$ cat src/rtl/ttw_pkg.sv
package ttw_pkg;

    localparam int CMP_W  = 8;
    localparam int ATTR_W = 2;

    // privilege filter codes
    typedef enum logic [1:0] {
        PSEL_USER  = 2'd0,
        PSEL_SUPER = 2'd1,
        PSEL_ANY   = 2'd2,
        PSEL_ANY2  = 2'd3
    } psel_e;

    // access kind codes
    typedef enum logic [1:0] {
        ACC_READ  = 2'd0,
        ACC_WRITE = 2'd1,
        ACC_RMW   = 2'd2,
        ACC_READ2 = 2'd3
    } acc_e;

    // one window register; packed order equals cfg_data layout (msb first)
    typedef struct packed {
        logic [ATTR_W-1:0] attr;
        logic              wp;
        psel_e             psel;
        logic              en;
        logic [CMP_W-1:0]  mask;
        logic [CMP_W-1:0]  base;
    } win_cfg_t;

    localparam int CFG_W = $bits(win_cfg_t);

endpackage

$ cat src/rtl/ttw_regs.sv
module ttw_regs
    import ttw_pkg::*;
#(
    parameter int NUM_WIN = 2,
    localparam int SEL_W  = (NUM_WIN > 1) ? $clog2(NUM_WIN) : 1
) (
    input  logic             clk,
    input  logic             rst_n,
    input  logic             cfg_we,
    input  logic [SEL_W-1:0] cfg_sel,
    input  logic [CFG_W-1:0] cfg_data,
    output win_cfg_t         cfg [NUM_WIN]
);

    for (genvar g = 0; g < NUM_WIN; g++) begin : g_win
        always_ff @(posedge clk or negedge rst_n) begin
            if (!rst_n) begin
                cfg[g] <= '0;
            end else if (cfg_we && (cfg_sel == SEL_W'(g))) begin
                cfg[g] <= win_cfg_t'(cfg_data);
            end
        end
    end

endmodule

$ cat src/rtl/ttw_cmp.sv
module ttw_cmp
    import ttw_pkg::*;
(
    input  logic             en,
    input  logic [CMP_W-1:0] base,
    input  logic [CMP_W-1:0] mask,
    input  psel_e            psel,
    input  logic [CMP_W-1:0] la_top,
    input  logic             acc_sup,
    output logic             hit
);

    logic addr_ok;
    logic priv_ok;

    assign addr_ok = (((la_top ^ base) & ~mask) == '0);

    always_comb begin
        unique case (psel)
            PSEL_USER:  priv_ok = !acc_sup;
            PSEL_SUPER: priv_ok = acc_sup;
            default:    priv_ok = 1'b1;
        endcase
    end

    assign hit = en && addr_ok && priv_ok;

endmodule

$ cat src/rtl/ttw_pick.sv
module ttw_pick
    import ttw_pkg::*;
#(
    parameter int NUM_WIN = 2
) (
    input  logic [NUM_WIN-1:0] hit_vec,
    input  logic [NUM_WIN-1:0] wp_vec,
    input  logic [ATTR_W-1:0]  attr_vec [NUM_WIN],
    input  acc_e               acc_kind,
    output logic               any_hit,
    output logic               sel_wp,
    output logic [ATTR_W-1:0]  sel_attr,
    output logic               fault
);

    logic is_store;

    always_comb begin
        sel_wp   = 1'b0;
        sel_attr = '0;
        // walk downward so the lowest index wins
        for (int i = NUM_WIN - 1; i >= 0; i--) begin
            if (hit_vec[i]) begin
                sel_wp   = wp_vec[i];
                sel_attr = attr_vec[i];
            end
        end
    end

    always_comb begin
        unique case (acc_kind)
            ACC_WRITE, ACC_RMW: is_store = 1'b1;
            default:            is_store = 1'b0;
        endcase
    end

    assign any_hit = |hit_vec;
    assign fault   = any_hit && sel_wp && is_store;

endmodule

$ cat src/rtl/ttw_matcher.sv
module ttw_matcher
    import ttw_pkg::*;
#(
    parameter int ADDR_W  = 32,
    parameter int NUM_WIN = 2,
    localparam int SEL_W  = (NUM_WIN > 1) ? $clog2(NUM_WIN) : 1
) (
    input  logic              clk,
    input  logic              rst_n,
    input  logic              cfg_we,
    input  logic [SEL_W-1:0]  cfg_sel,
    input  logic [CFG_W-1:0]  cfg_data,
    input  logic [ADDR_W-1:0] la,
    input  logic              acc_sup,
    input  logic [1:0]        acc_kind,
    output logic              tt_hit,
    output logic              tt_wp,
    output logic [ATTR_W-1:0] tt_attr,
    output logic              prot_fault,
    output logic              pa_valid,
    output logic [ADDR_W-1:0] pa
);

    win_cfg_t            cfg [NUM_WIN];
    logic [NUM_WIN-1:0]  hit_vec;
    logic [NUM_WIN-1:0]  wp_vec;
    logic [ATTR_W-1:0]   attr_vec [NUM_WIN];
    logic [CMP_W-1:0]    la_top;

    assign la_top = la[ADDR_W-1 -: CMP_W];

    ttw_regs #(.NUM_WIN(NUM_WIN)) u_regs (
        .clk      (clk),
        .rst_n    (rst_n),
        .cfg_we   (cfg_we),
        .cfg_sel  (cfg_sel),
        .cfg_data (cfg_data),
        .cfg      (cfg)
    );

    for (genvar g = 0; g < NUM_WIN; g++) begin : g_cmp
        assign wp_vec[g]   = cfg[g].wp;
        assign attr_vec[g] = cfg[g].attr;

        ttw_cmp u_cmp (
            .en      (cfg[g].en),
            .base    (cfg[g].base),
            .mask    (cfg[g].mask),
            .psel    (cfg[g].psel),
            .la_top  (la_top),
            .acc_sup (acc_sup),
            .hit     (hit_vec[g])
        );
    end

    ttw_pick #(.NUM_WIN(NUM_WIN)) u_pick (
        .hit_vec  (hit_vec),
        .wp_vec   (wp_vec),
        .attr_vec (attr_vec),
        .acc_kind (acc_e'(acc_kind)),
        .any_hit  (tt_hit),
        .sel_wp   (tt_wp),
        .sel_attr (tt_attr),
        .fault    (prot_fault)
    );

    assign pa_valid = tt_hit && !prot_fault;
    assign pa       = pa_valid ? la : '0;

endmodule

$ cat config.mk
export PLATFORM = sky130hd
export DESIGN_NAME = ttw_matcher
export DESIGN_NICKNAME = d
export VERILOG_FILES = /design/src/rtl/ttw_pkg.sv /design/src/rtl/ttw_regs.sv /design/src/rtl/ttw_cmp.sv /design/src/rtl/ttw_pick.sv /design/src/rtl/ttw_matcher.sv
export SDC_FILE = /design/constraint.sdc
export NUM_CORES = 1
export LEC_CHECK = 0
export BUFFER_PORTS_ARGS = -buffer_cell sky130_fd_sc_hd__buf_2
export CAP_MARGIN = 20
export CORE_MARGIN = 5
export CORE_UTILIZATION = 35
export CTS_BUF_LIST = sky130_fd_sc_hd__clkbuf_4 sky130_fd_sc_hd__clkbuf_8
export DETAILED_ROUTE_END_ITERATION = 16
export PLACE_DENSITY = 0.68
export SETUP_SLACK_MARGIN = 0.3
export SYNTH_ARGS = -nofsm -noshare
export SYNTH_HDL_FRONTEND = slang
export SYNTH_HIERARCHICAL = 1
export SYNTH_SLANG_ARGS = --single-unit
$ cat constraint.sdc
create_clock -name clk -period 2.4 [get_ports clk]
set_input_delay 0.12 -clock clk [delete_from_list [all_inputs] [get_ports clk]]
set_output_delay 0.12 -clock clk [all_outputs]
set_load 0.1 [all_outputs]
# Word-level counts from Yosys, hierarchy flattened

Index checks and enable logic that the tools add are counted.

Bits in latches: 0
Bits in registers: 44
Output and inout bits: 38
Bits in writable memories: 0
ROM bits: 0
Memories: 0
Logic and storage cells: 48
Bits of input ports: 61

Muxes and demuxes: 8
$add $sub $neg: 0
Eq/ne operators: 4
Multiply operators: 0
Div/mod/pow operators: 0
Bitwise logic cells: 7
Reductions and logical operators: 17
Shift-type cells: 0
$lt $le $gt $ge: 0

Operators by type and width:

| kind               | count |
|---|---|
| $mux 32            | 1 |
| $and 8x8->8        | 2 |
| $logic_not 8->1    | 2 |
| $not 8->8          | 2 |
| $xor 8x8->8        | 2 |
| $logic_and 1x1->1  | 9 |
| $eq 2x1->1 const B | 3 |
| $logic_not 2->1    | 2 |
| $mux 2             | 2 |
| $pmux 1 s2         | 2 |
| $reduce_or 2->1    | 2 |
| $mux 1             | 3 |
| $eq 2x2->1 const B | 1 |
| $logic_not 1->1    | 2 |
| $not 1->1          | 1 |

# Longest topological paths before layout

Depth after elaboration: 12
Depth in mapped cells: 8
Mapped depth without buffers: 7

# Cells and area by module

Netlist, hierarchy kept.

Modules (own cells, without submodules):

| module      | cells an instance | times used | seq. area each (um^2) | area an instance (um^2) |
|---|---|---|---|---|
| ttw_regs    | 94                | 1          | 1101.1                | 1736.7 |
| ttw_matcher | 39                | 1          | 0.0                   | 339.1 |
| ttw_cmp     | 16                | 2          | 0.0                   | 125.1 |
| ttw_pick    | 12                | 1          | 0.0                   | 76.3 |

# Worst setup path before layout

No wires, ideal clock.

Kind: register to output
Start: register, netlist name u_regs/cfg[2]
End: output tt_attr[0]
Arrival time: 3.451 ns
Path slack: -1.171 ns
Data required time: 2.280 ns
Stages on the path, launching flop included: 7
Buffers on the path: 0
Path through: dfrtp_1 > xnor2_1 > o22ai_1 > or3_1 > nor3_2 > nand2_1 > o21ai_0

Longest elaborated chain between the ends: 7

RTL lines:

| what                            | RTL line          | RTL |
|---|---|---|
| $xor 8x8->8                     | ttw_cmp.sv:16     | `assign addr_ok = (((la_top ^ base) & ~mask) == '0);` |
| $and 8x8->8                     | ttw_cmp.sv:16     |  |
| $logic_not 8->1                 | ttw_cmp.sv:16     |  |
| $logic_and 1x1->1 (2 in series) | ttw_cmp.sv:26     | `assign hit = en && addr_ok && priv_ok;` |
| net hit_vec[1]                  | ttw_matcher.sv:25 | `logic [NUM_WIN-1:0] hit_vec;` |
| $mux 2 (2 in series)            | ttw_pick.sv:23    | `if (hit_vec[i]) begin` |
| to (decl)                       | ttw_matcher.sv:18 | `output logic [ATTR_W-1:0] tt_attr,` |

The timed path passes the listed nets, and every way through them passes these cells.

# Worst setup path in the final report

Start: register, netlist name u_regs/cfg[17]
End: output pa[5]

Longest elaborated chain between the ends: 10
Elaborated cells on any way between the ends: 12
Classes of those cells: eq/ne (1); mux (4); reduce/logical (7)

RTL lines:

| what                                                 | RTL line          | RTL |
|---|---|---|
| $eq 2x1->1 / $logic_not 2->1 (equally long branches) | ttw_cmp.sv:19     | `unique case (psel)` |
| $pmux 1 s2 *                                         | ttw_cmp.sv:19     |  |
| $logic_and 1x1->1 *                                  | ttw_cmp.sv:26     |  |
| net hit_vec[1]                                       | ttw_matcher.sv:25 |  |
| $mux 1 (2 in series)                                 | ttw_pick.sv:23    |  |
| $logic_and 1x1->1 (2 in series)                      | ttw_pick.sv:38    | `assign fault = any_hit && sel_wp && is_store;` |
| $logic_not 1->1                                      | ttw_matcher.sv:67 | `assign pa_valid = tt_hit && !prot_fault;` |
| $logic_and 1x1->1 *                                  | ttw_matcher.sv:67 |  |
| $mux 32 *                                            | ttw_matcher.sv:68 | `assign pa = pa_valid ? la : '0;` |
| to (decl)                                            | ttw_matcher.sv:21 | `output logic [ADDR_W-1:0] pa` |

Mark *: on every way through the listed nets, which the timed path passes. The rest lies on a longest branch.

==> flow_metrics.env <==
export IMPL_status="finished with violations"
export IMPL_violations="setup timing"
export IMPL_ys_top_cells_by_area="dfrtp_1 (46%), mux2_4 (13%), mux2_2 (11%)"
export IMPL_crit_start="u_regs/cfg[17]"
export IMPL_ys_seq_area_share_pct=45.83
export IMPL_worst_slew_pin_slew_ns=0.7714
export IMPL_cp_max_fo=11
export IMPL_drc=0
export IMPL_synth_cell_area_um2=2402
export IMPL_fmax_mhz=383.0
export IMPL_vdd_ir_drop_max_mv=0.3434
export IMPL_wl_per_cell_um=16.48
export IMPL_synth_top_area_share_pct=45.83
export IMPL_die_area_um2=8620
export IMPL_numClockSinks=44
export IMPL_setup_slack_ns=-0.2111
export IMPL_layout_drive_gt1_share_pct=73.87
export IMPL_grt_pass1_wl_um=9308
export IMPL_die_h_um=92.85
export IMPL_fin_skew_ns=0
export IMPL_cts_root_buf="clkbuf_8"
export IMPL_cts_max_level=2
export IMPL_synthCells=177
export IMPL_synth_top_area_cell="dfrtp_1"
export IMPL_reg_top3="u_regs/cfg (44)"
export IMPL_setup_violations=34
export IMPL_final_common_cell="buf_2"
export IMPL_fin_crit_ns=2.611
export IMPL_final_nets=348
export IMPL_wirelength_um=6048
export IMPL_via_per_inst=4.907
export IMPL_fin_util_pct=57.97
export IMPL_ff2ff_setup_slack_ns=1.52
export IMPL_rows=30
export IMPL_synth_seq_cells=44
export IMPL_vias=1801
export IMPL_detailed_place_hpwl_um=4775
export IMPL_cts_clk_slew_worst_paths_ns=0.08
export IMPL_syn_num_nets=238
export IMPL_cp_endpoint="pa[5]"
export IMPL_critPathRequiredTime_ns=2.28
export IMPL_grt_pass1_vias=1875
export IMPL_rr_worst_depth=2
export IMPL_rsz0062_at_grt="yes"
export IMPL_avgSynthCellArea_um2=13.57
export IMPL_cp_end_kind="output pin"
export IMPL_start_util_pct=35.75
export IMPL_firstDrtPassIters=2
export IMPL_grt_max_degree=24
export IMPL_synth_warnings=6
export IMPL_synth_distinct_cells=20
export IMPL_largest_register_ff_count=44
export IMPL_cts_tree="yes"
export IMPL_diodes=0
export IMPL_port_buffers=98
export IMPL_areaGrowthSynthToFinish_pct=62.14
export IMPL_insertion_delay_ns=0.29
export IMPL_gp_congestion=0.7846
export IMPL_io_pins=99
export IMPL_leakagePower_nw=1.737
export IMPL_crit_type="register to output pin"
export IMPL_power_w=0.002571
export IMPL_nFillCells=518
export IMPL_drtAntennaViolNets=0
export IMPL_drt_iter0_drc=27
export IMPL_final_cell_mix="buf_2 (60), dfrtp_1 (44), buf_12 (37), and3b_4 (29), mux2_2 (23)"
export IMPL_core_area_um2=6719
export IMPL_final_hold_viol_count=0
export IMPL_cts_buffers=5
export IMPL_arrival_ns=2.49
export IMPL_drv_cap=0
export IMPL_overflow=0
export IMPL_r2r_end="u_regs/cfg[2]"
export IMPL_die_w_um=92.85
export IMPL_timing_rr_start="u_regs/cfg[2]"
export IMPL_timing_final_crit_share_pct=108.8
export IMPL_cts_buffer_depth=2
export IMPL_antenna_found_initial=0
export IMPL_hp_class="primary input to register"
export IMPL_regMostFlops="u_regs/cfg"
export IMPL_slew_headroom_pct=48.39
export IMPL_drv_slew=0
export IMPL_start_kind="register"
export IMPL_powerDensity_nw_per_um2=660.0
export IMPL_grt_usage_pct=13.67
-- layer usage --
metal | up-vias | global-route usage (%) | wire length, um
met5 | - | 0 | 0
met4 | 0 | 3.297 | 52
li1 | 850 | - | -
met3 | 5 | 4.630 | 583
met1 | 860 | 17.18 | 2610
met2 | 86 | 22.62 | 2802
-- synthesized netlist by cell type --
cell       n
buf_2      6
xnor2_1   19
o21ai_0    4
mux2_4    20
a21oi_2    1
nand3b_4   1
nor2b_4    1
nand2_2    1
dfrtp_1   44
or2_2      1
or3_1      2
nor2b_1    1
nand2_1    6
nor3_2     2
mux2_1     1
mux2_2    23
and3b_1   14
and3b_2   18
o22ai_1    8
buf_6      4
-- area by class of cell --
class	count	area [um^2]	share of cell area (%)
sequential	44	1101	28.27
timing repair buffer	113	1205	30.93
tap	80	100.1	2.570
clock buffer	6	76.32	1.960
clock inverter	1	5.005	0.1285
multi-input combinational	123	1408	36.14
-- worst min-delay path by stage --
stage | slack [ns] | startpoint | depth (start not counted) | endpoint
2_1_floorplan | -0.18 | rst_n | 0 | u_regs/cfg[0]
3_3_place_gp | 0.1 | rst_n | 1 | u_regs/cfg[32]
3_5_place_dp | 0.11 | rst_n | 1 | u_regs/cfg[26]
4_1_cts | 0.06 | cfg_data[2] | 2 | u_regs/cfg[2]
5_1_grt | 0.06 | cfg_data[0] | 2 | u_regs/cfg[0]
6_report | 0.06 | cfg_data[2] | 2 | u_regs/cfg[2]
-- logic make-up after synthesis --
group | Yosys count | synth area share [%]
xor+xnor | 19 | 6.927
buf+inv | 10 | 3.125
mux | 44 | 23.75
flops | 44 | 45.83
compound gates | 13 | 3.281
simple gates | 47 | 17.08
-- stage by stage --
stage / hold WS, ns / instances / setup TNS [ns] / setup WS [ns] / instance area, um^2
after floorplan: -0.1756 / 177 / -7.693 / -0.2511 / 2556
after global placement: 0.09718 / 354 / 0 / 0.1192 / 3659
after detailed placement: 0.1136 / 354 / 0 / 0.06639 / 3659
after CTS: 0.05747 / 365 / -7.896 / -0.2566 / 3835
after global routing: 0.06314 / 367 / -10.11 / -0.3168 / 3895
final: 0.06398 / 367 / -6.541 / -0.2111 / 3895
-- report_power, final --
group | total (W) | switching, W | internal (W)
combinational | 0.00120 | 0.000659 | 0.000544
sequential | 0.000922 | 0.0000715 | 0.000851
clock | 0.000445 | 0.000236 | 0.000209
-- critical path: stages, from the launching register on --
cell      delay (ns)
dfrtp_1         0.39
xnor2_1         0.17
o22ai_1         0.10
or3_4           0.39
nor3_4          0.23
nand3b_4        0.11
a21oi_4         0.26
buf_6           0.18
and3b_4         0.21
buf_12          0.16
-- timing repair --
item | 4_1_cts | 5_1_grt
hold buffers | 1 | 0
endpoints found under the hold margin | 21 | 0
setup endpoints to repair | 38 | 38
cloned | 0 | 0
resized for setup | 17 | 8
buffers inserted | 3 | 2
pin swaps | 2 | 1
Power figures use the tool's default switching activity.
